<file path="src/rtl/flash_status_pkg.sv">
package flash_status_pkg;

  localparam logic [7:0] KEY_A     = 8'hAA;
  localparam logic [7:0] KEY_B     = 8'h55;
  localparam logic [7:0] OPC_PGM   = 8'hA0;
  localparam logic [7:0] OPC_ERS   = 8'h80;
  localparam logic [7:0] OPC_CHIP  = 8'h10;
  localparam logic [7:0] OPC_SECT  = 8'h30;

  typedef enum logic [1:0] {
    CMD_NONE,
    CMD_PGM,
    CMD_CHIP_ERS,
    CMD_SECT_ERS
  } cmd_e;

  typedef enum logic [2:0] {
    OP_IDLE,
    OP_SE_WIN,
    OP_PGM,
    OP_ERS,
    OP_PROT,
    OP_FAIL
  } op_state_e;

  // Polarity-encoded progress bit: erase shows 0, program shows inverted data.
  function automatic logic f_poll_bit(input logic is_erase, input logic d7);
    return is_erase ? 1'b0 : ~d7;
  endfunction

  // Status byte layout: {poll, toggle, timeout, 5'b0}.
  function automatic logic [7:0] f_status_byte(input logic p7, input logic t6,
                                               input logic f5);
    return {p7, t6, f5, 5'b00000};
  endfunction

endpackage

</file>
<file path="src/rtl/fsg_cmd_seq.sv">
module fsg_cmd_seq
  import flash_status_pkg::*;
#(
  parameter int ADDR_W = 6
) (
  input  logic              clk,
  input  logic              rst_n,
  input  logic              ce_n,
  input  logic              we_n,
  input  logic [ADDR_W-1:0] addr,
  input  logic [7:0]        din,
  input  logic              enable,
  output logic              cmd_valid,
  output cmd_e              cmd_kind,
  output logic [ADDR_W-1:0] cmd_addr,
  output logic [7:0]        cmd_data,
  output logic              we_rise
);

  typedef enum logic [2:0] {
    SQ_W1, SQ_W2, SQ_W3, SQ_PDATA, SQ_W4, SQ_W5, SQ_W6
  } seq_e;

  seq_e seq_q, seq_d;
  logic we_q;

  assign we_rise  = !ce_n && we_n && !we_q;
  assign cmd_addr = addr;
  assign cmd_data = din;

  always_comb begin
    seq_d     = seq_q;
    cmd_valid = 1'b0;
    cmd_kind  = CMD_NONE;
    if (!enable) begin
      seq_d = SQ_W1;
    end else if (we_rise) begin
      seq_d = SQ_W1;
      case (seq_q)
        SQ_W1: if (din == KEY_A) seq_d = SQ_W2;
        SQ_W2: if (din == KEY_B) seq_d = SQ_W3;
        SQ_W3: begin
          if (din == OPC_PGM)      seq_d = SQ_PDATA;
          else if (din == OPC_ERS) seq_d = SQ_W4;
        end
        SQ_PDATA: begin
          cmd_valid = 1'b1;
          cmd_kind  = CMD_PGM;
        end
        SQ_W4: if (din == KEY_A) seq_d = SQ_W5;
        SQ_W5: if (din == KEY_B) seq_d = SQ_W6;
        SQ_W6: begin
          if (din == OPC_CHIP) begin
            cmd_valid = 1'b1;
            cmd_kind  = CMD_CHIP_ERS;
          end else if (din == OPC_SECT) begin
            cmd_valid = 1'b1;
            cmd_kind  = CMD_SECT_ERS;
          end
        end
        default: seq_d = SQ_W1;
      endcase
    end
  end

  always_ff @(posedge clk or negedge rst_n) begin
    if (!rst_n) begin
      seq_q <= SQ_W1;
      we_q  <= 1'b1;
    end else begin
      seq_q <= seq_d;
      we_q  <= we_n;
    end
  end

endmodule

</file>
<file path="src/rtl/fsg_op_ctrl.sv">
module fsg_op_ctrl
  import flash_status_pkg::*;
#(
  parameter int                       ADDR_W       = 6,
  parameter int                       SECT_W       = 2,
  parameter logic [(1<<SECT_W)-1:0]   PROT_MASK    = 4'b0100,
  parameter int                       SE_WIN_CYC   = 64,
  parameter int                       PROT_PGM_CYC = 100,
  parameter int                       PROT_ERS_CYC = 5000,
  parameter int                       TIMEOUT_CYC  = 20000
) (
  input  logic                       clk,
  input  logic                       rst_n,
  input  logic                       cmd_valid,
  input  cmd_e                       cmd_kind,
  input  logic [ADDR_W-1:0]          cmd_addr,
  input  logic [7:0]                 cmd_data,
  input  logic                       op_done,
  output op_state_e                  state,
  output logic                       op_start,
  output logic                       busy,
  output logic                       fail,
  output logic                       poll7,
  output logic                       is_erase,
  output logic                       pgm_commit,
  output logic [ADDR_W-1:0]          pgm_addr,
  output logic [7:0]                 pgm_data,
  output logic                       ers_commit,
  output logic [(1<<SECT_W)-1:0]     ers_mask,
  output logic                       tmo_hit
);

  localparam int NSECT = 1 << SECT_W;
  localparam int MAX_A = (SE_WIN_CYC > PROT_PGM_CYC) ? SE_WIN_CYC : PROT_PGM_CYC;
  localparam int MAX_B = (PROT_ERS_CYC > TIMEOUT_CYC) ? PROT_ERS_CYC : TIMEOUT_CYC;
  localparam int MAXC  = (MAX_A > MAX_B) ? MAX_A : MAX_B;
  localparam int CNT_W = $clog2(MAXC + 1);

  localparam logic [CNT_W-1:0] SE_LAST  = CNT_W'(SE_WIN_CYC - 1);
  localparam logic [CNT_W-1:0] PP_LAST  = CNT_W'(PROT_PGM_CYC - 1);
  localparam logic [CNT_W-1:0] PE_LAST  = CNT_W'(PROT_ERS_CYC - 1);
  localparam logic [CNT_W-1:0] TMO_LAST = CNT_W'(TIMEOUT_CYC - 1);

  function automatic logic [SECT_W-1:0] sector_of(input logic [ADDR_W-1:0] a);
    return a[ADDR_W-1 -: SECT_W];
  endfunction

  function automatic logic [NSECT-1:0] sector_sel(input logic chip,
                                                  input logic [SECT_W-1:0] s);
    return chip ? {NSECT{1'b1}} : (NSECT'(1) << s);
  endfunction

  op_state_e         st_q;
  logic [CNT_W-1:0]  cnt_q;
  logic [CNT_W-1:0]  lim_q;
  logic [ADDR_W-1:0] tgt_addr_q;
  logic [7:0]        tgt_data_q;
  logic [NSECT-1:0]  mask_q;
  logic              erase_q;

  logic [NSECT-1:0]  sel_eff;
  logic              tgt_prot;
  logic              run_phase;

  assign sel_eff   = sector_sel(cmd_kind == CMD_CHIP_ERS, sector_of(cmd_addr)) & ~PROT_MASK;
  assign tgt_prot  = PROT_MASK[sector_of(cmd_addr)];
  assign run_phase = (st_q == OP_PGM) || (st_q == OP_ERS);

  assign state      = st_q;
  assign op_start   = (st_q == OP_IDLE) && cmd_valid;
  assign busy       = (st_q != OP_IDLE) && (st_q != OP_FAIL);
  assign fail       = (st_q == OP_FAIL);
  assign is_erase   = erase_q;
  assign poll7      = f_poll_bit(erase_q, tgt_data_q[7]);
  assign pgm_commit = (st_q == OP_PGM) && op_done;
  assign ers_commit = (st_q == OP_ERS) && op_done;
  assign pgm_addr   = tgt_addr_q;
  assign pgm_data   = tgt_data_q;
  assign ers_mask   = mask_q;
  assign tmo_hit    = run_phase && !op_done && (cnt_q == TMO_LAST);

  always_ff @(posedge clk or negedge rst_n) begin
    if (!rst_n) begin
      st_q       <= OP_IDLE;
      cnt_q      <= '0;
      lim_q      <= '0;
      tgt_addr_q <= '0;
      tgt_data_q <= '0;
      mask_q     <= '0;
      erase_q    <= 1'b0;
    end else begin
      case (st_q)
        OP_IDLE: begin
          if (cmd_valid) begin
            cnt_q      <= '0;
            tgt_addr_q <= cmd_addr;
            tgt_data_q <= cmd_data;
            if (cmd_kind == CMD_PGM) begin
              erase_q <= 1'b0;
              mask_q  <= '0;
              if (tgt_prot) begin
                st_q  <= OP_PROT;
                lim_q <= PP_LAST;
              end else begin
                st_q  <= OP_PGM;
              end
            end else begin
              erase_q <= 1'b1;
              mask_q  <= sel_eff;
              if (sel_eff == '0) begin
                st_q  <= OP_PROT;
                lim_q <= PE_LAST;
              end else if (cmd_kind == CMD_SECT_ERS) begin
                st_q  <= OP_SE_WIN;
              end else begin
                st_q  <= OP_ERS;
              end
            end
          end
        end
        OP_SE_WIN: begin
          if (cnt_q == SE_LAST) begin
            st_q  <= OP_ERS;
            cnt_q <= '0;
          end else begin
            cnt_q <= cnt_q + 1'b1;
          end
        end
        OP_PROT: begin
          if (cnt_q == lim_q) st_q <= OP_IDLE;
          else                cnt_q <= cnt_q + 1'b1;
        end
        OP_PGM, OP_ERS: begin
          if (op_done)      st_q <= OP_IDLE;
          else if (tmo_hit) st_q <= OP_FAIL;
          else              cnt_q <= cnt_q + 1'b1;
        end
        default: st_q <= OP_FAIL;
      endcase
    end
  end

endmodule

</file>
<file path="src/rtl/fsg_array.sv">
module fsg_array #(
  parameter int ADDR_W = 6,
  parameter int SECT_W = 2
) (
  input  logic                   clk,
  input  logic                   rst_n,
  input  logic [ADDR_W-1:0]      rd_addr,
  output logic [7:0]             rd_data,
  input  logic                   pgm_commit,
  input  logic [ADDR_W-1:0]      pgm_addr,
  input  logic [7:0]             pgm_data,
  input  logic                   ers_commit,
  input  logic [(1<<SECT_W)-1:0] ers_mask
);

  localparam int DEPTH     = 1 << ADDR_W;
  localparam int SECT_SIZE = 1 << (ADDR_W - SECT_W);

  logic [7:0] mem [DEPTH];

  for (genvar i = 0; i < DEPTH; i++) begin : g_cell
    localparam int SEC = i / SECT_SIZE;
    always_ff @(posedge clk or negedge rst_n) begin
      if (!rst_n) begin
        mem[i] <= 8'hFF;
      end else if (ers_commit && ers_mask[SEC]) begin
        mem[i] <= 8'hFF;
      end else if (pgm_commit && (pgm_addr == ADDR_W'(i))) begin
        mem[i] <= mem[i] & pgm_data;
      end
    end
  end

  assign rd_data = mem[rd_addr];

endmodule

</file>
<file path="src/rtl/fsg_status_mux.sv">
module fsg_status_mux
  import flash_status_pkg::*;
(
  input  logic       clk,
  input  logic       rst_n,
  input  logic       ce_n,
  input  logic       oe_n,
  input  logic       op_start,
  input  logic       busy,
  input  logic       fail,
  input  logic       poll7,
  input  logic [7:0] rd_data,
  output logic       rd_access,
  output logic [7:0] dout
);

  logic ce_q, oe_q, tgl_q;

  assign rd_access = (ce_q && !ce_n) || (oe_q && !oe_n);

  always_ff @(posedge clk or negedge rst_n) begin
    if (!rst_n) begin
      ce_q  <= 1'b1;
      oe_q  <= 1'b1;
      tgl_q <= 1'b0;
    end else begin
      ce_q <= ce_n;
      oe_q <= oe_n;
      if (op_start)               tgl_q <= 1'b0;
      else if (busy && rd_access) tgl_q <= ~tgl_q;
    end
  end

  always_comb begin
    if (fail)      dout = f_status_byte(poll7, 1'b0, 1'b1);
    else if (busy) dout = f_status_byte(poll7, tgl_q, 1'b0);
    else           dout = rd_data;
  end

endmodule

</file>
<file path="src/rtl/flash_status_gen.sv">
module flash_status_gen
  import flash_status_pkg::*;
#(
  parameter int                     ADDR_W       = 6,
  parameter int                     SECT_W       = 2,
  parameter logic [(1<<SECT_W)-1:0] PROT_MASK    = 4'b0100,
  parameter int                     SE_WIN_CYC   = 64,
  parameter int                     PROT_PGM_CYC = 100,
  parameter int                     PROT_ERS_CYC = 5000,
  parameter int                     TIMEOUT_CYC  = 20000
) (
  input  logic              clk,
  input  logic              rst_n,
  input  logic              ce_n,
  input  logic              oe_n,
  input  logic              we_n,
  input  logic [ADDR_W-1:0] addr,
  input  logic [7:0]        din,
  input  logic              op_done,
  output logic [7:0]        dout
);

  localparam int NSECT = 1 << SECT_W;

  logic              cmd_valid;
  cmd_e              cmd_kind;
  logic [ADDR_W-1:0] cmd_addr;
  logic [7:0]        cmd_data;
  logic              we_rise;
  op_state_e         op_state;
  logic              op_start, op_busy, op_fail, poll7, is_erase;
  logic              pgm_commit, ers_commit, tmo_hit, rd_access;
  logic [ADDR_W-1:0] pgm_addr;
  logic [7:0]        pgm_data;
  logic [NSECT-1:0]  ers_mask;
  logic [7:0]        rd_data;
  logic              ers_phase;

  assign ers_phase = op_busy && is_erase;

  fsg_cmd_seq #(.ADDR_W(ADDR_W)) u_seq (
    .clk(clk), .rst_n(rst_n), .ce_n(ce_n), .we_n(we_n), .addr(addr), .din(din),
    .enable(op_state == OP_IDLE), .cmd_valid(cmd_valid), .cmd_kind(cmd_kind),
    .cmd_addr(cmd_addr), .cmd_data(cmd_data), .we_rise(we_rise)
  );

  fsg_op_ctrl #(
    .ADDR_W(ADDR_W), .SECT_W(SECT_W), .PROT_MASK(PROT_MASK),
    .SE_WIN_CYC(SE_WIN_CYC), .PROT_PGM_CYC(PROT_PGM_CYC),
    .PROT_ERS_CYC(PROT_ERS_CYC), .TIMEOUT_CYC(TIMEOUT_CYC)
  ) u_ctrl (
    .clk(clk), .rst_n(rst_n), .cmd_valid(cmd_valid), .cmd_kind(cmd_kind),
    .cmd_addr(cmd_addr), .cmd_data(cmd_data), .op_done(op_done),
    .state(op_state), .op_start(op_start), .busy(op_busy), .fail(op_fail),
    .poll7(poll7), .is_erase(is_erase), .pgm_commit(pgm_commit),
    .pgm_addr(pgm_addr), .pgm_data(pgm_data), .ers_commit(ers_commit),
    .ers_mask(ers_mask), .tmo_hit(tmo_hit)
  );

  fsg_array #(.ADDR_W(ADDR_W), .SECT_W(SECT_W)) u_array (
    .clk(clk), .rst_n(rst_n), .rd_addr(addr), .rd_data(rd_data),
    .pgm_commit(pgm_commit), .pgm_addr(pgm_addr), .pgm_data(pgm_data),
    .ers_commit(ers_commit), .ers_mask(ers_mask)
  );

  fsg_status_mux u_mux (
    .clk(clk), .rst_n(rst_n), .ce_n(ce_n), .oe_n(oe_n), .op_start(op_start),
    .busy(op_busy), .fail(op_fail), .poll7(poll7), .rd_data(rd_data),
    .rd_access(rd_access), .dout(dout)
  );

endmodule

</file>
<file path="config.mk">
export PLATFORM = sky130hd
export DESIGN_NAME = flash_status_gen
export DESIGN_NICKNAME = d
export VERILOG_FILES = /design/src/rtl/flash_status_pkg.sv /design/src/rtl/fsg_cmd_seq.sv /design/src/rtl/fsg_op_ctrl.sv /design/src/rtl/fsg_array.sv /design/src/rtl/fsg_status_mux.sv /design/src/rtl/flash_status_gen.sv
export SDC_FILE = /design/constraint.sdc
export NUM_CORES = 1
export LEC_CHECK = 0
export BUFFER_PORTS_ARGS = -buffer_cell sky130_fd_sc_hd__buf_2
export CELL_PAD_IN_SITES_DETAIL_PLACEMENT = 1
export CELL_PAD_IN_SITES_GLOBAL_PLACEMENT = 2
export CORE_MARGIN = 2
export CORE_UTILIZATION = 35
export DETAILED_ROUTE_END_ITERATION = 8
export PLACE_DENSITY_LB_ADDON = 0.05
export SLEW_MARGIN = 20
export SYNTH_ARGS = -nofsm -noshare
export SYNTH_HDL_FRONTEND = slang
export SYNTH_SLANG_ARGS = --single-unit
</file>
<file path="constraint.sdc">
create_clock -name clk -period 2.01 [get_ports clk]
set_input_delay 0.1005 -clock clk [delete_from_list [all_inputs] [get_ports clk]]
set_output_delay 0.1005 -clock clk [all_outputs]
set_load 0.02 [all_outputs]
</file>
==> results.ini, run 1 <==
[min_path]
min_path_type = in -> reg

[floorplan]
fp.dieW_um = 273
core-area_um2 = 71600
die_area_um2 = 74700
std_cell_rows = 98
start_util_pct = 35.5
chipHeight_um = 273
ios = 28

[place]
dp_hpwl_um = 59200
pre_cts_ws_ns = -0.718
port_buffers = 27
place_inst = 3318
gp_congestion = 0.842

[logic_synthesis]
syn-cell-area_um2 = 25400
ys_seq_elements = 558
async_reset_ff_share_pct = 100
synth_warnings = 0
ys_seq_area_share_pct = 57.5
synth_cell_type_count = 74
synth-main-ff-cell = dfstp_2
syn_nets = 2199
synthCells = 2178
syn_area_per_cell_um2 = 11.7
synth_edf_count = 0

[cts]
h-tree-depth = 3
clock_path_buffers = 3
cts_sinks = 558
insertion_delay_ns = 0.63
cts_tree = yes
numCtsBuffers = 70
root_buffer = clkbuf_16
clk_pin_slew_ns = 0.06

[finish]
n_antenna_cell = 0
area_growth_pct = 39.1
finalNetCount = 2502
layoutNonFillerInstCount = 3487
drive_above_1_share_pct = 66.9
fin_util_pct = 49.3

[outcome]
violations = negative setup slack
status = finished with violations

[global_route]
grtUsageTotal_pct = 24.1
grt.overflow.total = 0
grt_max_degree = 85
grt_pass1_wl_um = 136000
antenna_found_initial = 1
grt_pass1_vias = 20800

[worst_setup_path]
crit_required_ns = 1.91
critPathCaptureType = primary output
arrival_ns = 2.64
critPathKind = reg -> out
setup.worst_path.start_class = flip-flop
crit_fanout = 2

[route]
ant_nets = 0
drt_iter0_markers = 889
drt-total-wl_um = 89000
drc_errors = 0
vias = 19200
first_pass_iters = 6
routedWlPerCell_um = 25.5
routed_via_density = 5.50

[timing]
setup_violations = 533
setup_slack_ns = -0.727
slew-limit-headroom_pct = 29.4
rsz0062_at_grt = true
slew_violations = 0
hold_violations = 0
fmax_mhz = 365
period_share_pct = 136
tightest_slew_ns = 1.06
worst_clock_skew_ns = 0.0252
fin_crit_ns = 2.74
holdWs_ns = 0.0320

[pwr]
p_leak_nw = 15.7
total_power_mw = 25.5
p_per_area_nw_per_um2 = 723
ir_drop_v = 0.000590

[job]
drv_cap = 0

==> cells in the final DEF (no fill, tap or decap), types with 8 or more instances in the layout <==
cell	netlist	routed
nand2_8	0	24
nand2_4	0	45
dlygate4sd3_1	0	15
o21ai_2	0	372
buf_2	15	15
buf_4	12	201
o21ai_1	26	27
nor2b_1	15	10
nand4_1	8	8
a21oi_1	22	9
a21o_1	9	9
clkinv_2	0	8
dfstp_2	515	515
dfrtp_2	0	10
buf_12	2	89
mux2i_1	47	44
mux4_1	13	8
nor2_4	0	13
clkbuf_1	111	14
dfrtp_1	43	33
a21oi_2	0	11
clkbuf_16	0	71
mux2_2	17	15
a22o_1	9	9
nand2_1	494	420
buf_6	11	64
mux4_2	114	119
nand3_1	13	10
clkbuf_8	0	24
o21ai_0	392	14
a22oi_1	13	9
nor2_1	29	16
o21a_1	128	128
==> path summary, 6_finish.rpt <==
path	from	endpoint	slack, ns	cells after the start
max reg2reg	u_ctrl.state[2]$_DFFE_PN0P_	u_array.mem[499]$_DFFE_PN1P_	-0.37	11
min reg2reg	u_array.mem[80]$_DFFE_PN1P_	u_array.mem[80]$_DFFE_PN1P_	0.45	2
min	addr[5]	u_ctrl.pgm_addr[5]$_DFFE_PN0P_	0.03	3
max in group asynchronous	rst_n	u_array.mem[250]$_DFFE_PN1P_	1.07	4
max	u_array.mem[151]$_DFFE_PN1P_	dout[7]	-0.73	6
min in group asynchronous	rst_n	u_ctrl.cnt_q[0]$_DFFE_PN0P_	0.04	2
==> cells in the mapped netlist, types with 3 or more instances <==
cell type / instances / area, um^2
nand4_1: 8 / 50.1
nor2_1: 29 / 109
a22o_1: 9 / 78.8
nor4_1: 5 / 31.3
buf_2: 15 / 75.1
a21oi_1: 22 / 110
nand2_1: 494 / 1850
o22ai_1: 5 / 31.3
dfstp_2: 515 / 13500
o21a_1: 128 / 961
dfrtp_1: 43 / 1080
nand2b_1: 7 / 43.8
buf_1: 4 / 15.0
mux4_2: 114 / 2570
buf_4: 12 / 90.1
and3_1: 5 / 31.3
mux2_2: 17 / 191
a221oi_1: 8 / 70.1
a21o_1: 9 / 67.6
nand3b_1: 4 / 30.0
or3_1: 3 / 18.8
nand3_1: 13 / 65.1
nor3_1: 14 / 70.1
mux4_1: 13 / 342
nor2b_1: 15 / 93.8
o31ai_1: 6 / 45.0
clkbuf_1: 111 / 417
or2_2: 3 / 18.8
a21boi_0: 3 / 22.5
and2_1: 6 / 37.5
buf_6: 11 / 124
inv_1: 7 / 26.3
mux2i_1: 47 / 470
a22oi_1: 13 / 97.6
o21ai_1: 26 / 130
o21ai_0: 392 / 1960
==> critical path: stages (launching register included) <==
cell      delay [ns]
dfstp_2         0.37
mux4_2          0.46
mux2_4          0.34
o311ai_4        0.25
a21oi_2         0.05
o31a_1          0.39
buf_6           0.17
==> state kept, by name, summed over array words and instances (netlist names) <==
register,flops
u_ctrl.ers_mask,3
u_ctrl.pgm_data,8
u_mux.ce_q,1
u_seq.we_q,1
u_ctrl.is_erase,1
u_mux.tgl_q,1
u_ctrl.cnt_q,15
u_ctrl.lim_q,3
u_array.mem,512
u_ctrl.state,3
u_ctrl.pgm_addr,6
u_seq.seq_q,3
u_mux.oe_q,1
==> cell families (layout without fill, tap and decap cells) <==
logic type / Yosys count / after routing / share of synthesized area, %
buf+inv: 163 / 522 / 3.13
compound gates: 638 / 638 / 14.8
simple gates: 625 / 625 / 10.4
flops: 558 / 558 / 57.5
xor+xnor: 2 / 2 / 0.0690
fa+ha+maj: 1 / 1 / 0.0493
mux: 191 / 191 / 14.1
==> timing repair <==
action | CTS | global route
setup endpoints to repair | 336 | 554
gates resized for setup | 530 | 598
hold buffers | 15 | 0
hold endpoints to repair | 120 | 0
pin swaps | 89 | 176
buffers inserted | 33 | 22
==> per-layer routing <==
| layer | up-vias | wire length, um | track usage (%) |
|---|---|---|---|
| met3 | 125 | 2460 | 2.72 |
| met1 | 10300 | 41600 | 34.6 |
| li1 | 8487 | - | - |
| met4 | 0 | 2250 | 6.60 |
| met5 | - | 0 | 0 |
| met2 | 258 | 42700 | 38.7 |
==> metrics by stage <==
stage | area [um^2] | TNS [ns]
final | 35300 | -110.75
after global routing | 35300 | -163.20
after CTS | 33500 | -39.90
after detailed placement | 29600 | -52.58
after global placement | 29600 | -52.21
after floorplan | 25400 | -0.0397
==> cell type report <==
cell class,instances,area [um^2]
Sequential cell,558,14600
Timing Repair Buffer,387,4280
Fill cell,7146,36300
Multi-Input combinational cell,1457,12800
Inverter,7,26.3
Clock buffer,108,2150
Tap cell,950,1190
Clock inverter,20,292
==> report_power, final <==
group	switching [mW]	leakage (nW)	total, mW	internal, mW
combinational	0.609	8.64	1.01	0.405
sequential	0.00101	5.86	11.3	11.3
clock	5.19	1.20	13.2	8.04
total	5.80	15.7	25.5	19.7
No activity file was read; power rests on OpenSTA's default activity.
==> run 2: changes to the inputs <==
--- a/config.mk
+++ b/config.mk
@@ -10,6 +10,7 @@
 export CELL_PAD_IN_SITES_GLOBAL_PLACEMENT = 2
 export CORE_MARGIN = 2
 export CORE_UTILIZATION = 35
+export CTS_BUF_LIST = sky130_fd_sc_hd__clkbuf_4 sky130_fd_sc_hd__clkbuf_8
 export DETAILED_ROUTE_END_ITERATION = 8
 export PLACE_DENSITY_LB_ADDON = 0.05
 export SLEW_MARGIN = 20
==> results.ini, run 2 (synthesized netlist as in run 1, its figures left out) <==
[place]
gp_congestion = 0.842  ; unchanged
pre_cts_ws_ns = -0.718  ; unchanged
port_buffers = 27  ; unchanged
dp_hpwl_um = 59200  ; unchanged

[global_route]
antenna_found_initial = 2  ; +1
grt_pass1_wl_um = 138000  ; +1.0%
grtUsageTotal_pct = 24.4  ; +0.24 points
grt_max_degree = 85  ; unchanged
grt_pass1_vias = 21200  ; +1.7%
grt.overflow.total = 0  ; unchanged

[route]
ant_nets = 0  ; unchanged
drc_errors = 0  ; unchanged
first_pass_iters = 5  ; -1
drt_iter0_markers = 951  ; +7.0%
vias = 19300  ; +0.77%
routedWlPerCell_um = 25.2  ; -1.4%
routed_via_density = 5.41  ; -1.5%
drt-total-wl_um = 89700  ; +0.87%

[floorplan]
start_util_pct = 35.5  ; unchanged
die_area_um2 = 74700  ; unchanged
fp.dieW_um = 273  ; unchanged
chipHeight_um = 273  ; unchanged
core-area_um2 = 71600  ; unchanged
std_cell_rows = 98  ; unchanged
ios = 28  ; unchanged

[worst_setup_path]
critPathCaptureType = primary output
critPathMaxStageDelay_ns = 0.46  ; about the same
critPathKind = reg -> out
crit_fanout = 2  ; unchanged
slowest_stage = mux4_2
arrival_ns = 2.72  ; +0.08 ns
setup.worst_path.start_class = flip-flop
crit_required_ns = 1.91  ; about the same
crit_chain = mux4_2, mux2_4, o311ai_4, a21oi_2, o31a_1, buf_6

[timing]
rsz0062_at_grt = true
fmax_mhz = 355  ; -3.0%
tightest_slew_ns = 1.06  ; +0.00244 ns
setup_violations = 448  ; -16%
setup_slack_ns = -0.811  ; -0.0835 ns
fin_crit_ns = 2.82  ; +0.0835 ns
slew-limit-headroom_pct = 29.3  ; -0.16 points
worst_clock_skew_ns = 0.0226  ; -0.00256 ns
holdWs_ns = 0.0801  ; +0.0481 ns
period_share_pct = 140  ; +4.2 points
slew_violations = 0  ; unchanged
hold_violations = 0  ; unchanged

[cts]
clock_path_buffers = 3  ; unchanged
cts_tree = yes
h-tree-depth = 3  ; unchanged
cts_sinks = 558  ; unchanged
insertion_delay_ns = 0.71  ; +0.08 ns
numCtsBuffers = 104  ; +49%
clk_pin_slew_ns = 0.06  ; about the same
root_buffer = clkbuf_8

[min_path]
min_path_type = in -> reg

[outcome]
violations = negative setup slack
status = finished with violations

[finish]
largest-register = u_array.mem
area_growth_pct = 39.7
finalNetCount = 2549  ; +1.9%
drive_above_1_share_pct = 68.7  ; +1.8 points
final_cell_mix = 515 x dfstp_2, 422 x nand2_1, 379 x o21ai_2
largest_reg_flops = 512  ; unchanged
layout_commonest_cell = dfstp_2

[pwr]
ir_drop_v = 0.000481  ; -19%
p_leak_nw = 15.8  ; +0.83%
total_power_mw = 24.5  ; -4.0%
p_per_area_nw_per_um2 = 691  ; -4.4%

[job]
drv_cap = 0  ; unchanged

run 2: cell count changes in the layout (fill, tap and decap cells not counted), sizes merged:
cell and delta:
inv +2, dlygate4sd3 +8, clkbuf +66, diode +1, clkinv -1, bufinv -3
buf +5, clkinvlp +2
run 2: metrics by stage:
step / instance area (um^2) / std cells / setup TNS (ns) / util, %
2_1_floorplan: 25400 / 2178 / -0.0397 / -
3_3_place_gp: 29600 / 3318 / -52.21 / 41.4
3_5_place_dp: 29600 / 3318 / -52.58 / 41.4
4_1_cts: 33500 / 3547 / -41.43 / 46.8
5_1_grt: 35500 / 3567 / -128.77 / 49.5
6_report: 35500 / 3567 / -94.18 / 49.5
run 2: power by group:
group	switching, mW	total, mW	internal (mW)
Combinational	0.615	1.03	0.415
Sequential	0.00122	11.3	11.3
Clock	5.19	12.2	6.99
Total	5.80	24.5	18.7
run 2: final timing paths:
path / startpoint / slack [ns] / endpoint / cells past startpoint
min: we_n / 0.08 / u_seq.we_q$_DFF_PN1_ / 2
max in group asynchronous: rst_n / 0.96 / u_ctrl.pgm_data[2]$_DFFE_PN0P_ / 3
min in group asynchronous: rst_n / 0.21 / u_array.mem[110]$_DFFE_PN1P_ / 2
max reg2reg: u_ctrl.state[2]$_DFFE_PN0P_ / -0.36 / u_array.mem[365]$_DFFE_PN1P_ / 11
min reg2reg: u_array.mem[329]$_DFFE_PN1P_ / 0.45 / u_array.mem[329]$_DFFE_PN1P_ / 2
max: u_array.mem[135]$_DFFE_PN1P_ / -0.81 / dout[7] / 6
run 2: routing by layer:
metal  global-route usage, %  routed length, um
met3                    3.53               2690
met2                    39.0              42900
met5                       0                  0
met4                    6.64               2300
met1                    34.6              41800
run 2: repair_timing:
item                                   in CTS  in global routing
hold buffers                               23                  0
setup endpoints to repair                 339                542
setup buffers                              35                 24
pin swaps                                  77                189
endpoints found under the hold margin     171                  0
resized for setup                         546                610
run 2: area by class of cell:
type / instances / area [um^2]
clock inverter: 20 / 196
sequential: 558 / 14600
clock buffer: 174 / 2140
timing repair buffer: 400 / 4450
inverter: 7 / 26.3
multi-input combinational: 1457 / 12800
fill: 7227 / 36200
tap: 950 / 1190
antenna: 1 / 2.50
run 2: critical path, delay by kind of cell, from the launching register on:
family | cells | cell delay [ns]
flip-flops | 1 | 0.37
multiplexers | 2 | 0.79
AO/OA/AOI/OAI | 3 | 0.67
buffers and inverters | 1 | 0.16
